`src/rtl/strap_fsel_pkg.sv`:
```
package strap_fsel_pkg;

    localparam int FS_W     = 5;
    localparam int STRAP_W  = FS_W + 1;
    localparam int BYTE_W   = 8;
    localparam int RB_BYTES = 4;
    localparam int RB_W     = RB_BYTES * BYTE_W;

    // latched strap set; rate sits above the frequency bits
    typedef struct packed {
        logic            rate;
        logic [FS_W-1:0] fs;
    } strap_t;

    // configuration byte 0 layout
    typedef struct packed {
        logic fs3;
        logic fs2;
        logic fs1;
        logic fs0;
        logic use_reg;
        logic fs4;
        logic spread;
        logic hiz;
    } cfg0_t;

    function automatic logic [FS_W-1:0] reg_code(cfg0_t c);
        return {c.fs4, c.fs3, c.fs2, c.fs1, c.fs0};
    endfunction

    // number of overlaid strap bits at the top of readback byte k
    function automatic int rb_cnt(int k);
        case (k)
            0:       return 2;
            1:       return 1;
            2:       return 2;
            default: return 1;
        endcase
    endfunction

    // first inverted-strap index used by readback byte k
    function automatic int rb_base(int k);
        int acc;
        acc = 0;
        for (int i = 0; i < k; i++) acc += rb_cnt(i);
        return acc;
    endfunction

endpackage

```
`src/rtl/strap_capture.sv`:
```
module strap_capture #(
    parameter int W = 6
) (
    input  logic         clk,
    input  logic         rst,
    input  logic [W-1:0] pins_i,
    output logic [W-1:0] held_o,
    output logic         drive_o
);
    logic [W-1:0] held_q;
    logic         drive_q;

    // sample on every reset edge, freeze afterwards
    always_ff @(posedge clk) begin
        if (rst) held_q <= pins_i;
    end

    always_ff @(posedge clk) begin
        if (rst) drive_q <= 1'b0;
        else     drive_q <= 1'b1;
    end

    assign held_o  = held_q;
    assign drive_o = drive_q;
endmodule

```
`src/rtl/fsel_mux.sv`:
```
module fsel_mux
    import strap_fsel_pkg::*;
(
    input  cfg0_t           cfg_i,
    input  logic [FS_W-1:0] strap_fs_i,
    output logic [FS_W-1:0] code_o,
    output logic            from_reg_o,
    output logic            spread_o,
    output logic            hiz_o
);
    always_comb begin
        from_reg_o = cfg_i.use_reg;
        code_o     = cfg_i.use_reg ? reg_code(cfg_i) : strap_fs_i;
        spread_o   = cfg_i.spread;
        hiz_o      = cfg_i.hiz;
    end
endmodule

```
`src/rtl/strap_readback.sv`:
```
module strap_readback
    import strap_fsel_pkg::*;
(
    input  logic [STRAP_W-1:0] inv_i,
    input  logic [RB_W-1:0]    host_i,
    output logic [RB_W-1:0]    rb_o
);
    for (genvar k = 0; k < RB_BYTES; k++) begin : g_byte
        localparam int CNT  = rb_cnt(k);
        localparam int BASE = rb_base(k);
        for (genvar b = 0; b < BYTE_W; b++) begin : g_bit
            if (b >= BYTE_W - CNT) begin : g_ovl
                assign rb_o[k*BYTE_W + b] = inv_i[BASE + (BYTE_W - 1 - b)];
            end else begin : g_host
                assign rb_o[k*BYTE_W + b] = host_i[k*BYTE_W + b];
            end
        end
    end
endmodule

```
`src/rtl/strap_fsel_ctrl.sv`:
```
module strap_fsel_ctrl
    import strap_fsel_pkg::*;
(
    input  logic                clk,
    input  logic                rst,
    input  logic [FS_W-1:0]     strap_fs_i,
    input  logic                strap_rate_i,
    input  logic [BYTE_W-1:0]   cfg0_i,
    input  logic [RB_W-1:0]     host_rb_i,
    output logic [FS_W-1:0]     fs_code_o,
    output logic                fs_from_reg_o,
    output logic                spread_en_o,
    output logic                hiz_all_o,
    output logic                rate_24m_o,
    output logic                strap_oe_o,
    output logic [STRAP_W-1:0]  strap_status_o,
    output logic [RB_W-1:0]     rb_bytes_o
);
    strap_t pins_s;
    strap_t held_s;
    logic [STRAP_W-1:0] held_v;
    logic [STRAP_W-1:0] inv_v;

    assign pins_s = '{rate: strap_rate_i, fs: strap_fs_i};

    strap_capture #(.W(STRAP_W)) u_cap (
        .clk     (clk),
        .rst     (rst),
        .pins_i  (pins_s),
        .held_o  (held_v),
        .drive_o (strap_oe_o)
    );

    assign held_s = strap_t'(held_v);
    assign inv_v  = ~held_v;

    fsel_mux u_mux (
        .cfg_i      (cfg0_t'(cfg0_i)),
        .strap_fs_i (held_s.fs),
        .code_o     (fs_code_o),
        .from_reg_o (fs_from_reg_o),
        .spread_o   (spread_en_o),
        .hiz_o      (hiz_all_o)
    );

    strap_readback u_rb (
        .inv_i  (inv_v),
        .host_i (host_rb_i),
        .rb_o   (rb_bytes_o)
    );

    assign rate_24m_o     = held_s.rate;
    assign strap_status_o = inv_v;
endmodule

```
`config.mk`:
```
export PLATFORM = sky130hd
export DESIGN_NAME = strap_fsel_ctrl
export DESIGN_NICKNAME = d
export VERILOG_FILES = /design/src/rtl/strap_fsel_pkg.sv /design/src/rtl/strap_capture.sv /design/src/rtl/fsel_mux.sv /design/src/rtl/strap_readback.sv /design/src/rtl/strap_fsel_ctrl.sv
export SDC_FILE = /design/constraint.sdc
export NUM_CORES = 1
export LEC_CHECK = 0
export BUFFER_PORTS_ARGS = -buffer_cell sky130_fd_sc_hd__buf_2
export CORE_MARGIN = 2
export CORE_UTILIZATION = 26
export CTS_BUF_LIST = sky130_fd_sc_hd__clkbuf_16
export DETAILED_ROUTE_END_ITERATION = 12
export PLACE_DENSITY_LB_ADDON = 0.1
export SETUP_SLACK_MARGIN = 0.02
export SKIP_CTS_REPAIR_TIMING = 1
export SLEW_MARGIN = 0
export SYNTH_ARGS = -nofsm -noshare
export SYNTH_HDL_FRONTEND = slang
export SYNTH_SLANG_ARGS = --single-unit
```
`constraint.sdc`:
```
create_clock -name clk -period 0.8 [get_ports clk]
set_input_delay 0.08 -clock clk [delete_from_list [all_inputs] [get_ports clk]]
set_output_delay 0.08 -clock clk [all_outputs]
set_load 0.02 [all_outputs]
```
==> results.cfg <==
[synthesis]
synth_top_cells_by_count = buf_4, inv_1, edfxtp_1
synth_seq_cells = 7
synth_top_area_cell = buf_4
netlist_area_um2 = 546
syn_avg_cell_area_um2 = 10.1
synth_ff_type = edfxtp_1
ys_seq_area_share_pct = 36.7
syn_inst = 54
async_flop_share_pct = 0
synthMostInstantiatedCell = buf_4
yosysWarnings = 0
synth_area_leaders = buf_4, edfxtp_1, mux2_2
synth_enable_flop_cells = 6
synth.top_cell.area_share_pct = 48.2
syn-num-nets = 102
ys_types = 5

[floorplanning]
start_util_pct = 27.8
rows = 16
die_y_um = 49.8
coreArea_um2 = 1960
io_pins = 96
die_area_um2 = 2480
die_w_um = 49.8

[timing]
finalHoldViolCount = 0
drv_slew = 0
tightest_slew_ns = 0.175
setup_viol = 18
fin_crit_sh_pct = 139
fmax_ghz = 0.902
slew_headroom_pct = 88.3
rsz0062_at_grt = yes
finalWorstSetupSlack_ns = -0.308
hold_ws_ns = 0.0256
post-route-min-period_ns = 1.11

[finish]
stdcell_count = 85
fin_util_pct = 35.3
drive_above_1_share_pct = 81.0
multi_input_area_um2 = 71.3
diodes = 0
num-fill-cells = 217
fin_nets = 107
seqCellArea_um2 = 200
syn2layout_area_growth_pct = 27.1

[routing]
routed_wl_um = 1140
first_iter_violations = 1
num_vias = 315
drc = 0
detail_route.wl_per_cell_um = 13.4
via_per_inst = 3.71
ant_nets = 0
firstDrtPassIters = 2

[global_routing]
grt_pass1_wl_um = 1470
grt-ovfl-total = 0
grt_use_total_pct = 8.34
grtUsageMet2_pct = 11.3
grt_start_max_net_pins = 8
antenna_found_initial = 0
grt_pass1_vias = 323
grt_use_met1_pct = 7.50
grt_util_met3_pct = 6.67
grt.busiest_layer = met2

[power]
power_uw = 1650
pwr-share-clk_pct = 50.0
combPwrFrac_pct = 23.2
power.leakage_uw = 0.000352
ir_worst_vdd_mv = 1.55
power_switching_share_pct = 22.8
seq_power_share_pct = 26.8
power.density_nw_per_um2 = 2390
switchingPower_uw = 378
cell_internal_pwr_uw = 1280

[worst_setup_path]
path_cells = mux2_4, buf_6
crit_fanout = 2
critPathRequiredTime_ns = 0.72
endpoint_kind = output port
crit_slowest_cell = edfxtp_1
cp_slowest_stage_delay_ns = 0.38
arrival_ns = 1.03
path_class = reg -> out
critPathLaunchType = flop

[run_status]
status = finished with violations
violations = setup timing

[clock_tree]
cts.clk_slew.worst_paths_ns = 0.04
cts_sinks = 7
cts-root-buf = clkbuf_16
clk_path_buf_depth = 2
cts_tree = built
cts_made_buffers = 3
htreeDepth = 1

[job]
maxCapViolations = 0

[placed_design]
dp_hpwl_um = 904
dp_worst_setup_slack_ns = -0.0665
globalplace.congestion = 0.575
placed_cells = 79
port_buffers = 33

[hold_path]
hp-class = in -> reg
==> state kept, by name, summed over array words and instances (netlist names) <==
register and count:
u_cap.held_o 6, u_cap.drive_o 1
==> cells by family (layout without fill, tap and decap cells) <==
kind of cell           Yosys count  after routing  synth area share (%)
buffers and inverters           42             46                  53.0
flip-flops                       7              7                  36.7
multiplexers                     5              5                  10.3
==> cells in the final DEF (no fill, tap or decap), drive strengths merged <==
cell type,n
buf,35
clkbuf,3
dfxtp,1
edfxtp,6
inv,8
mux2,5
==> power by group through the flow <==
stage / logic [µW] / clock network, µW / registers (µW)
final: 384 / 827 / 443
after floorplan: 382 / 0 / 453
after detailed placement: 264 / 0 / 446
after global placement: 266 / 0 / 446
after global routing: 406 / 864 / 446
after CTS: 265 / 840 / 441
==> layer usage <==
layer | part of all wire (%) | routed length, µm | up-vias
li1 | - | - | 140
met1 | 29 | 334 | 128
met2 | 49 | 559 | 37
met3 | 18 | 204 | 10
met4 | 3.4 | 39 | 0
met5 | 0 | 0 | -
==> worst max-delay path, delay by kind of cell (launching register included) <==
family	cells	cell delay [ns]
flops	1	0.38
buf+inv	1	0.13
mux	1	0.29
==> area by class of cell <==
| class | instances | area share [%] |
|---|---|---|
| clock inverters | 1 | 0.542 |
| well taps | 27 | 4.87 |
| flip-flops and latches | 7 | 28.9 |
| clock buffers | 3 | 10.8 |
| repair buffers | 35 | 40.1 |
| inverters | 7 | 4.51 |
| multi-input cells | 5 | 10.3 |
==> worst paths after layout <==
| path | from | end | slack (ns) | depth (start not counted) |
|---|---|---|---|---|
| worst max-delay path | u_cap.held_o[4] | fs_code_o[4] | -0.31 | 2 |
| worst min-delay path | strap_rate_i | u_cap.held_o[5] | 0.03 | 1 |
==> stage by stage <==
step | area, µm² | setup TNS [ns]
after floorplan | 549 | -0.0517
final | 693 | -3.14
after global routing | 693 | -3.73
after global placement | 482 | -0.320
after detailed placement | 482 | -0.305
after CTS | 561 | -2.98
Power figures use the tool's default switching activity.
